===== config.mk =====
export PLATFORM = sky130hd
export DESIGN_NAME = alu_flag_unit
export DESIGN_NICKNAME = d
export VERILOG_FILES = /design/src/rtl/alu16_pkg.sv /design/src/rtl/alu_lane_add.sv /design/src/rtl/alu_addsub.sv /design/src/rtl/alu_shift.sv /design/src/rtl/alu_flag_reg.sv /design/src/rtl/alu_flag_unit.sv
export SDC_FILE = /design/constraint.sdc
export NUM_CORES = 1
export LEC_CHECK = 0
export BUFFER_PORTS_ARGS = -buffer_cell sky130_fd_sc_hd__buf_2
export CORE_ASPECT_RATIO = 0.5
export CORE_UTILIZATION = 30
export CTS_BUF_LIST = sky130_fd_sc_hd__clkbuf_8
export CTS_CLUSTER_SIZE = 24
export DETAILED_ROUTE_END_ITERATION = 7
export PLACE_DENSITY = 0.53
export SYNTH_ARGS = -nofsm -noshare
export SYNTH_HDL_FRONTEND = slang
export SYNTH_SLANG_ARGS = --single-unit

===== constraint.sdc =====
create_clock -name clk -period 4.2 [get_ports clk]
set_input_delay 0.63 -clock clk [delete_from_list [all_inputs] [get_ports clk]]
set_output_delay 0.63 -clock clk [all_outputs]
set_load 0.02 [all_outputs]

===== src/rtl/alu16_pkg.sv =====
package alu16_pkg;

   typedef enum logic [3:0] {
      OPC_AND  = 4'b0000,
      OPC_OR   = 4'b0001,
      OPC_XOR  = 4'b0010,
      OPC_NOT  = 4'b0011,
      OPC_ADD  = 4'b0100,
      OPC_SUB  = 4'b0101,
      OPC_SRA  = 4'b0110,
      OPC_SLL  = 4'b0111,
      OPC_R8   = 4'b1000,
      OPC_R9   = 4'b1001,
      OPC_MHI  = 4'b1010,
      OPC_MLO  = 4'b1011,
      OPC_VADD = 4'b1100,
      OPC_RD   = 4'b1101,
      OPC_RE   = 4'b1110,
      OPC_RF   = 4'b1111
   } opc_e;

   typedef struct packed {
      logic z;
      logic v;
      logic n;
   } cond_t;

endpackage


===== src/rtl/alu_lane_add.sv =====
// Adder split into independent lanes; carries stop at lane boundaries.
module alu_lane_add #(
   parameter int WIDTH = 16,
   parameter int LANES = 2
) (
   input  logic [WIDTH-1:0] a,
   input  logic [WIDTH-1:0] b,
   output logic [WIDTH-1:0] sum
);
   localparam int LW = WIDTH / LANES;

   for (genvar g = 0; g < LANES; g++) begin : g_lane
      assign sum[g*LW +: LW] = a[g*LW +: LW] + b[g*LW +: LW];
   end
endmodule


===== src/rtl/alu_addsub.sv =====
// Full-width two's complement add/subtract with signed overflow detect.
module alu_addsub #(
   parameter int WIDTH = 16
) (
   input  logic [WIDTH-1:0] a,
   input  logic [WIDTH-1:0] b,
   input  logic             sub,
   output logic [WIDTH-1:0] sum,
   output logic             ovf
);
   localparam int MSB = WIDTH - 1;
   logic [WIDTH-1:0] b_eff;

   assign b_eff = sub ? ~b : b;
   assign sum   = a + b_eff + {{(WIDTH-1){1'b0}}, sub};
   // b_eff's sign equals b's sign for add and its inverse for subtract
   assign ovf   = (a[MSB] == b_eff[MSB]) && (sum[MSB] != a[MSB]);
endmodule


===== src/rtl/alu_shift.sv =====
// Logarithmic barrel shifter: one stage per bit of the shift count.
module alu_shift #(
   parameter int WIDTH = 16,
   parameter int SH_W  = 4
) (
   input  logic [WIDTH-1:0] din,
   input  logic [SH_W-1:0]  amount,
   input  logic             left,
   output logic [WIDTH-1:0] dout
);
   logic [WIDTH-1:0] stg [SH_W+1];

   assign stg[0] = din;
   for (genvar k = 0; k < SH_W; k++) begin : g_stage
      localparam int DIST = 1 << k;
      logic [WIDTH-1:0] moved;
      assign moved      = left ? (stg[k] << DIST)
                               : WIDTH'($signed(stg[k]) >>> DIST);
      assign stg[k+1]   = amount[k] ? moved : stg[k];
   end
   assign dout = stg[SH_W];
endmodule


===== src/rtl/alu_flag_reg.sv =====
module alu_flag_reg
   import alu16_pkg::*;
(
   input  logic  clk,
   input  logic  rst,
   input  logic  load,
   input  cond_t nxt,
   output cond_t cur
);
   always_ff @(posedge clk) begin
      if (rst)       cur <= '0;
      else if (load) cur <= nxt;
   end
endmodule


===== src/rtl/alu_flag_unit.sv =====
module alu_flag_unit
   import alu16_pkg::*;
#(
   parameter int DATA_W  = 16,
   parameter int LANE_W  = 8,
   parameter int SHAMT_W = 4,
   parameter int IMM_W   = 8
) (
   input  logic               clk,
   input  logic               rst,
   input  logic [3:0]         op,
   input  logic [DATA_W-1:0]  opa,
   input  logic [DATA_W-1:0]  opb,
   input  logic [SHAMT_W-1:0] shamt,
   input  logic [IMM_W-1:0]   imm,
   input  logic               flag_we,
   output logic [DATA_W-1:0]  result,
   output logic               flag_z,
   output logic               flag_v,
   output logic               flag_n
);
   localparam int LANES = DATA_W / LANE_W;
   localparam int MSB   = DATA_W - 1;
   localparam int KEEP  = DATA_W - IMM_W;

   if (DATA_W % LANE_W != 0 || LANES < 2) begin : g_bad_lanes
      $error("DATA_W must hold two or more whole lanes");
   end
   if (IMM_W > DATA_W || IMM_W < 1) begin : g_bad_imm
      $error("IMM_W must lie in 1..DATA_W");
   end
   if ((1 << SHAMT_W) != DATA_W) begin : g_bad_sh
      $error("SHAMT_W must address every bit position of DATA_W");
   end

   opc_e             opc;
   logic [DATA_W-1:0] as_sum, lane_sum, sh_out;
   logic              as_ovf, is_logic, is_arith;
   cond_t             nxt_c, cur_c;

   assign opc = opc_e'(op);

   alu_addsub #(.WIDTH(DATA_W)) u_addsub (
      .a(opa), .b(opb), .sub(opc == OPC_SUB), .sum(as_sum), .ovf(as_ovf)
   );

   alu_lane_add #(.WIDTH(DATA_W), .LANES(LANES)) u_lanes (
      .a(opa), .b(opb), .sum(lane_sum)
   );

   alu_shift #(.WIDTH(DATA_W), .SH_W(SHAMT_W)) u_shift (
      .din(opa), .amount(shamt), .left(opc == OPC_SLL), .dout(sh_out)
   );

   always_comb begin
      unique case (opc)
         OPC_AND:          result = opa & opb;
         OPC_OR:           result = opa | opb;
         OPC_XOR:          result = opa ^ opb;
         OPC_NOT:          result = ~opa;
         OPC_ADD, OPC_SUB: result = as_sum;
         OPC_SRA, OPC_SLL: result = sh_out;
         OPC_VADD:         result = lane_sum;
         OPC_MHI:          result = {imm, opa[KEEP-1:0]};
         OPC_MLO:          result = {opa[MSB -: KEEP], imm};
         default:          result = '0;
      endcase
   end

   assign is_logic = (op[3:2] == 2'b00);
   assign is_arith = (opc == OPC_ADD) || (opc == OPC_SUB);

   assign nxt_c.z = (result == '0);
   assign nxt_c.v = is_arith & as_ovf;
   assign nxt_c.n = is_arith & result[MSB];

   alu_flag_reg u_flags (
      .clk(clk), .rst(rst), .load(flag_we & (is_logic | is_arith)),
      .nxt(nxt_c), .cur(cur_c)
   );

   assign flag_z = cur_c.z;
   assign flag_v = cur_c.v;
   assign flag_n = cur_c.n;
endmodule


==> impl.org, run 1 <==
** Run status
- The run finished with clean final reports.

** Place
- Input and output buffers added on the ports amount to approximately 70.
- Placed Instances :: approximately 1000
- HPWL after DPL :: about 17000 um
- Dpl ws :: -1.51 ps
- Final RePlAce weighted congestion :: 0.951

** Power and ir drop
- Across the VDD grid, the largest voltage drop is roughly 0.064 mV.
- Of the total power, the clock network draws 0.089.
- Switching pwr :: 0.000509 W
- Cell internal power was estimated by the tool at roughly 0.00042 W.
- The share of total power dissipated in combinational logic is 0.880.
- Share of total power consumed by net switching :: 0.549
- Dividing total power by cell area gives a power density of between 150 and 200 nW/um^2.
- Total power for the finished layout comes to around 0.00093 W.
- Share of power burned in registers :: 0.032
- Leakage :: between 2 and 3 nW

** Drt
- Avg Vias per Cell :: 5.82
- For this run, design rule violations remaining after detail routing come to 0.
- Vias :: 5874
- Wire length reported by the detailed router :: between 20000 and 25000 um
- The count of nets left with antenna violations once routing finished came out at 0.
- The first detailed-routing pass took 5 iterations.
- Average wire per standard cell :: 20.7 um
- In this run, the number of DRC markers left after iteration 0 of detailed routing was approximately 550.

** Final layout
- Area taken by multi-input logic gates :: ~4400 um^2
- The final layout contains slightly below 900 nets.
- Register name with the most flops :: u_flags.cur
- The repair_antennas step left the layout with diodes totalling 0.
- For this run, the number of standard cells in the final layout without fillers is between 1000 and 1500.
- Most common cell after layout, fill and taps aside :: nand2_1
- P&R area growth vs syn :: 18.2%
- Most used cells in the layout excluding fill and tap cells :: nand2_1 (80), buf_2 (68), a21oi_1 (66)
- After filler insertion, the fill cell instance count of the layout stands at 1698.
- Largest registers :: u_flags.cur (3)
- Number of flip-flops under the largest register name :: 3
- Proportion of layout cells with a drive suffix above 1 :: 0.218
- Area used by sequential logic in the layout :: roughly 60 um^2

** Synth
- The synthesized design contains 3 register bits.
- Arithmetic-cell share of the synthesized area counting full adders, half adders and majority gates :: 0.141
- Multiplexer share of the synthesized area :: 0.0860
- Counting distinct cell types in the post-synthesis netlist gives 89.
- Simple-gate share of the synthesized area :: 0.241
- Summing every instance area after synthesis gives ~4900 um^2.
- The share of the synthesized area in compound gates (AO/OA/AOI/OAI) came to 0.354.
- Post-synthesis share of cell area spent on xor and xnor gates :: 0.0737
- A synthesized cell averages 6.78 um^2.
- The synthesized design contains 0 enable-type register cells.
- Counting every net in the synthesized netlist gives slightly above 800.
- Synthesis handed over a netlist of 719 instances.
- Post-synth ARST share :: 0
- The share of the Yosys chip area taken by registers is 0.0123.
- In the synthesized netlist the dominant register cell turns out to be dfxtp_1.
- By area, the combinational part of the netlist is dominated by compound AO/OA/AOI/OAI gates.
- Synthesis warning total :: 0

** GRT
- Grt peak-use layer :: met1
- Number of global-route vias before repair :: about 5300
- For this run, global-route usage on met3 was measured as 0.0270.
- Number of antenna violations at the first check in global routing :: 0
- In the global route stage, met2 resource usage came out at 0.361.
- GRT overflow :: 0
- The first global-routing pass estimated 31400 um of wire.
- Met1 Usage GRT :: 0.371
- Largest net degree at the start of global routing :: 45
- Tot GR Track Use :: 0.241

** Clock network
- Clock Latency Late Sink :: about 210 ps
- TritonCTS built the clock tree.
- The longest clock path from root to sink contains 2 buffers.
- H-tree depth reported by CTS :: 1
- Clock buffers created by TritonCTS :: 3
- Clock-pin slew of the registers on the worst-case setup and hold paths :: roughly 30 ps
- Counting every sink on the clock net gives 3.
- The cell sitting at the root of the clock tree is a clkbuf_8.

** Timing
- Dividing the final minimum period by the clock period gives 0.975.
- After routing, the total negative slack on setup checks comes to 0 ps.
- Slew of the pin with the lowest slew margin :: 768 ps
- Maximum clock skew at final layout :: 0 ps
- Final-report setup violation count :: 0
- Derived from the worst setup path, the maximum achievable clock frequency is about 240 MHz.
- Final Hold Viols :: 0
- The final number of max-transition violations was 0.
- Measured against its own limit, the worst slew margin works out to 0.488.
- Subtracting the final worst setup slack from the clock period gives a little over 4000 ps.
- Final worst-path setup slack :: between 100 and 150 ps

** Worst setup path
- Top Family by Delay on Critical Path :: simple AND/OR/NAND/NOR gates
- Category of the worst setup path launch point :: primary input
- On the critical path, the stage with the largest delay is an instance of or4_4.
- Number of buffer and inverter instances along the worst setup path :: 5
- Crit path required time :: 3570 ps
- Category of the most critical setup path :: primary input to output port
- STA classifies the critical path endpoint as an output port.
- Of all nets on the critical path, the largest fanout is 12.
- Worst stage delay on the critical path :: between 500 and 600 ps
- The startpoint identified for the worst register-to-register timing path is u_flags.cur[1].
- Across all register-to-register paths, the minimum setup slack is ~3600 ps.
- At the worst endpoint, the arrival time is ~3500 ps.
- Endpoint of the worst register-to-register path :: u_flags.cur[1]
- Walking the worst path, the cells encountered are buf_2 > and4bb_1 > buf_12 > xnor2_1 > inv_1 > fa_1 > nor2b_2 > o2111ai_2 > buf_4 > nand2_1 > xnor2_1 > o21ai_1 > or4_4 > buf_2.
- Worst reg2reg path depth :: 2

** Worst hold path
- Worst Hold Depth :: 2
- The path with the worst hold slack has its endpoint at u_flags.cur[0].
- Worst hold-check path type :: flop to flop
- The startpoint identified for the worst hold timing path is u_flags.cur[0].

** Floorplan
- Pin placement for this block handled 70 I/O pins.
- For this configuration, the core starts out at a cell density of 0.311.
- Die width :: 182 um
- The floorplan step defined a core boundary enclosing about 16000 um^2.
- The die is between 90 and 100 um tall.
- Row cnt :: 32
- Area of the die :: around 17000 um^2

** Flow run
- Max-capacitance violation count :: 0
## tightest hold or removal path: stages, from the launching register on
cell and delay [ps]:
dfxtp_1 300, nand2_1 50, a21oi_1 50
## power groups by stage
stage          registers (W)  clock network (W)  logic (W)
6_report           0.0000295          0.0000821   0.000815
5_1_grt            0.0000295          0.0000872   0.000872
4_1_cts            0.0000295          0.0000840   0.000776
3_5_place_dp       0.0000298                  0   0.000771
3_3_place_gp       0.0000298                  0   0.000771
2_1_floorplan      0.0000304                  0   0.000503
## area by class of cell
| class | instances | area share |
|---|---|---|
| Clock buffer | 3 | 0.00716 |
| Inverter | 39 | 0.0254 |
| Timing Repair Buffer | 127 | 0.140 |
| Multi-Input combinational cell | 615 | 0.768 |
| Clock inverter | 1 | 0.000651 |
| Sequential cell | 3 | 0.0104 |
| Tap cell | 221 | 0.0480 |
## kinds of logic after synthesis
logic type,after synthesis
and+or+nand+nor,236
AOI/OAI and AO/OA,251
muxes,34
buffers and inverters,101
DFF,3
xor gates and xnor gates,41
adders and majority gates,53
## metal layers
metal  wire length [um]  vias to the layer above  part of all wire
met3               1560                       11             0.075
li1                   -                     2805                 -
met4                131                        0            0.0063
met1              10400                     2811              0.50
met5                  0                        -                 0
met2               8760                      247              0.42
## how the worst max path moves through the flow
| stage | start | endpoint | slack, ps | depth (start not counted) |
|---|---|---|---|---|
| after CTS | op[3] | result[15] | 30 | 15 |
| after global placement | op[3] | result[15] | 20 | 15 |
| after global routing | op[3] | result[12] | -8 | 14 |
| final | op[3] | result[6] | 100 | 14 |
| after floorplan | op[1] | result[15] | 90 | 15 |
| after detailed placement | op[3] | result[15] | -2 | 15 |
## through the flow
stage / hold WS [ps] / util / area, um^2
floorplan: 524 / - / 4880
global placement: 442 / 0.358 / 5610
detailed placement: 453 / 0.358 / 5610
CTS: 459 / 0.361 / 5660
global route: 501 / 0.368 / 5760
finish: 459 / 0.368 / 5760
## cell usage after synthesis, types with 4 or more instances
master / count / share of area
a221oi_1: 5 / 0.0090
nor3_1: 19 / 0.020
nand2_1: 80 / 0.062
a21oi_1: 68 / 0.070
a21o_1: 9 / 0.014
clkbuf_1: 25 / 0.019
xor2_1: 5 / 0.0090
buf_4: 4 / 0.0062
or2_2: 5 / 0.0064
nand3b_1: 4 / 0.0062
o21ai_0: 31 / 0.032
buf_1: 8 / 0.0062
mux4_2: 6 / 0.028
and2_1: 6 / 0.0077
buf_6: 4 / 0.0092
o2111ai_1: 5 / 0.0090
o22ai_1: 6 / 0.0077
nor2_1: 56 / 0.043
nor2b_1: 10 / 0.013
a211oi_1: 14 / 0.022
xnor2_1: 36 / 0.065
a31oi_1: 12 / 0.015
nand3_1: 13 / 0.013
o211ai_1: 12 / 0.018
a22oi_1: 10 / 0.015
nand2b_1: 10 / 0.013
ha_1: 50 / 0.13
and3_1: 4 / 0.0051
o221ai_1: 7 / 0.013
inv_1: 37 / 0.028
nor3b_1: 7 / 0.011
buf_2: 21 / 0.022
mux2i_1: 25 / 0.051
o21ai_1: 9 / 0.0092
a311oi_1: 7 / 0.013
## repair_timing
item                                    CTS  global route
pin swaps                                 0             3
buffers inserted                          0             6
endpoints found under the setup margin    1             5
gates resized for setup                   1            14
hold buffers                              0             0
Power figures use the tool's default switching activity.
==> run 2, diff against run 1 <==
==> constraint.sdc (replaced) <==
create_clock -name clk -period 3.4 [get_ports clk]
set_input_delay 0.51 -clock clk [delete_from_list [all_inputs] [get_ports clk]]
set_output_delay 0.51 -clock clk [all_outputs]
set_load 0.01 [all_outputs]
==> impl.org, run 2 (same netlist as run 1, synthesis figures left out) <==
** Worst setup path
- Worst stage delay on the critical path :: around 560 ps
- The endpoint identified for the worst register-to-register timing path is u_flags.cur[1].
- Worst reg2reg path depth :: 2
- The number of buffers and inverters on the critical path is 4.
- The critical path starts at op[1].
- CP max stage cell :: or4_4
- Worst Path Arrival :: roughly 3200 ps
- Crit path to :: result[6]
- The most numerous cell type found on the critical path is buf_6.
- Critical path depth in cells :: 13
- At the worst endpoint, the required time is roughly 2900 ps.
- The worst setup path is captured at an output port.
- Top Family by Delay on Critical Path :: simple AND/OR/NAND/NOR gates
- Of all nets on the critical path, the largest fanout is 5.
- The critical path in this run is classified as primary input to output port.
- Category of the worst setup path launch point :: primary input
- For flop-to-flop paths, the worst setup slack is 2780 ps.
- Critical-path cell list :: buf_6 > and4bb_4 > buf_12 > xnor2_4 > ha_4 > buf_6 > a21o_1 > a21oi_4 > nand2_2 > xnor2_2 > o21ai_2 > or4_4 > buf_6
- Worst reg2reg path startpoint :: u_flags.cur[1]

** Floorplan
- The die is 182 um wide.
- Top-level I/O count :: 70
- Row cnt :: 32
- The die covers about 17000 um^2.
- Die height :: 92.1 um
- In this run the standard cell core region covers approximately 16000 um^2.
- Initial Util :: 0.311

** GRT
- Entering global routing, the biggest net connects 45 pins.
- Global routing finished with a remaining overflow of 0.
- The number of antenna violations at the first check in global routing is 1.
- In this run the most used layer during global routing was met2.
- Tot GR Track Use :: 0.260
- The number of global-route vias before repair is 5935.
- Global-route track usage on met2 :: 0.392
- The first global-routing pass estimated ~34000 um of wire.
- In the global route stage, met1 resource usage came out at 0.381.
- Met3 track utilization from global routing :: 0.0488

** Place
- Once placement completed, the tool counted placed cells totaling 1069.
- Number of buffer cells added on primary ports :: a little under 70
- After legalization and detailed placement, the total HPWL measured roughly 18000 um.
- Final RePlAce weighted congestion :: between 0.9 and 1

** Drt
- Vias :: between 6000 and 7000
- Total DRC errors in the routed layout :: 0
- For this block, the routed nets add up to roughly 22000 um of wire.
- The count of nets left with antenna violations once routing finished came out at 0.
- For this run, the detailed router's first-pass iteration total came to 6.
- Average wire per standard cell :: just over 20 um
- Avg Vias per Cell :: 5.94
- After the first detailed-routing iteration, the DRC count stood at approximately 770.

** Worst hold path
- The min-delay analysis places its worst path in the category flop to flop.
- Worst Hold Depth :: 2

** Power and ir drop
- Share of total power consumed by net switching :: 0.507
- Switching pwr :: 0.000687 W
- Leakage :: approximately 3.0 nW
- Of the total power, registers draw 0.027.
- Max rail drop VDD :: 0.0781 mV
- Cell-internal power :: between 0.0006 and 0.0007 W
- Comb power frac :: 0.897
- Dividing total power by cell area gives a power density of between 150 and 200 nW/um^2.
- The share of total power dissipated in the clock network is 0.076.

** Clock network
- CTS sink count :: 3
- TritonCTS clock tree :: yes
- Clock Latency Late Sink :: between 200 and 250 ps
- Number of buffers inserted by hold repair at cts :: 0
- Clock-pin slew of the registers on the worst-case setup and hold paths :: ~30 ps
- Counting along the longest clock path gives a buffer depth of 2.
- In this run the number of H-tree levels came out at 1.
- CTS placed an instance of clkbuf_8 at the clock tree root.
- Clock buffers created by TritonCTS :: 3

** Timing
- Final-report setup violation count :: 11
- Slew of the pin with the lowest slew margin :: between 600 and 700 ps
- Final worst-path setup slack :: -342 ps
- Setup TNS Final :: -2030 ps
- Final hold analysis gives a worst-case slack of 462 ps.
- The final number of max-transition violations was 0.
- Maximum clock skew at final layout :: 0 ps
- Dividing the final minimum period by the clock period gives 1.10.
- Setup repair after global routing missed its margin :: true
- Clock period minus final worst setup slack :: between 3000 and 4000 ps
- The count of final hold-check violations came to 0.
- Maximum achievable frequency :: ~270 MHz
- Worst slew slack as a fraction of its limit :: 0.591

** Final layout
- The top cell types in the final layout, fill and taps aside, are buf_4 (125), nand2_1 (78), buf_2 (66).
- Final Net Count :: 969
- Largest registers :: u_flags.cur (3)
- Number of fill cells in the layout :: roughly 1600
- Layout Cells excl Fill :: 1085
- More flip-flops sit in one register than any other, and that register is u_flags.cur.
- Antenna cells :: 0
- Number of flip-flops under the largest register name :: 3
- Leaving out fill and tap cells, the most frequent cell in the layout is buf_4.
- Proportion of layout cells with a drive suffix above 1 :: 0.338
- P&R area growth vs syn :: 39.7%

** Run status
- Violated checks :: setup timing
- Result of the run :: finished, violations left

** Flow run
- The tool flagged a number of max-cap violations equal to 0.
-- run 2: changes by cell type in the layout (fill, tap and decap cells not counted), moves of 6 or more --
cell,before,now
o21ai_0,29,23
a21oi_1,66,59
xnor2_1,35,26
buf_4,57,125
ha_1,50,44
ha_4,0,6
xnor2_2,1,7
buf_6,0,6
-- run 2: cell type report --
cell class | count | area (um^2) | area share
timing repair buffer | 203 | 1460 | 0.214
clock buffer | 3 | 41.3 | 0.00607
tap | 221 | 277 | 0.0406
multi-input combinational | 615 | 4820 | 0.709
inverter | 39 | 146 | 0.0215
clock inverter | 1 | 3.75 | 0.000551
sequential | 3 | 60.1 | 0.00882
-- run 2: routing by layer --
metal  part of all wire  up-vias
met2               0.42      357
met3               0.10       37
met5            0.00054        -
li1                   -     2955
met1               0.46     3089
met4              0.016        2
-- run 2: through the flow --
step	instance area [um^2]	setup slack, ps	util	power, W
after detailed placement	6260	-338	0.400	0.00108
after CTS	6470	-263	0.413	0.00124
final	6810	-342	0.435	0.00136
after global placement	6260	-288	0.400	0.00108
after floorplan	5000	-92.5	-	0.000666
after global routing	6810	-389	0.435	0.00144
-- run 2: worst min-delay path by stage --
stage | startpoint | to | slack [ps]
6_report | u_flags.cur[0] | u_flags.cur[0] | 460
5_1_grt | u_flags.cur[0] | u_flags.cur[0] | 500
4_1_cts | u_flags.cur[0] | u_flags.cur[0] | 450
3_5_place_dp | u_flags.cur[0] | u_flags.cur[0] | 450
3_3_place_gp | u_flags.cur[0] | u_flags.cur[0] | 440
2_1_floorplan | u_flags.cur[0] | u_flags.cur[0] | 470
-- run 2: power groups by stage --
stage / sequential [W] / clock (W) / combinational, W
after floorplan: 0.0000371 / 0 / 0.000629
after global placement: 0.0000368 / 0 / 0.00104
after detailed placement: 0.0000368 / 0 / 0.00105
after CTS: 0.0000364 / 0.000105 / 0.00110
after global routing: 0.0000364 / 0.000108 / 0.00130
final: 0.0000364 / 0.000103 / 0.00122
-- run 2: repair_timing --
action / 4_1_cts / 5_1_grt
pin swaps: 16 / 26
buffers inserted: 8 / 6
cloned: 0 / 1
gates resized for setup: 26 / 43
endpoints found under the hold margin: 0 / 0
endpoints found under the setup margin: 15 / 16
-- run 2: tightest hold or removal path: stages, from the launching register on --
cell and delay (ps):
dfxtp_1 300, nand2_1 70, a21oi_2 50
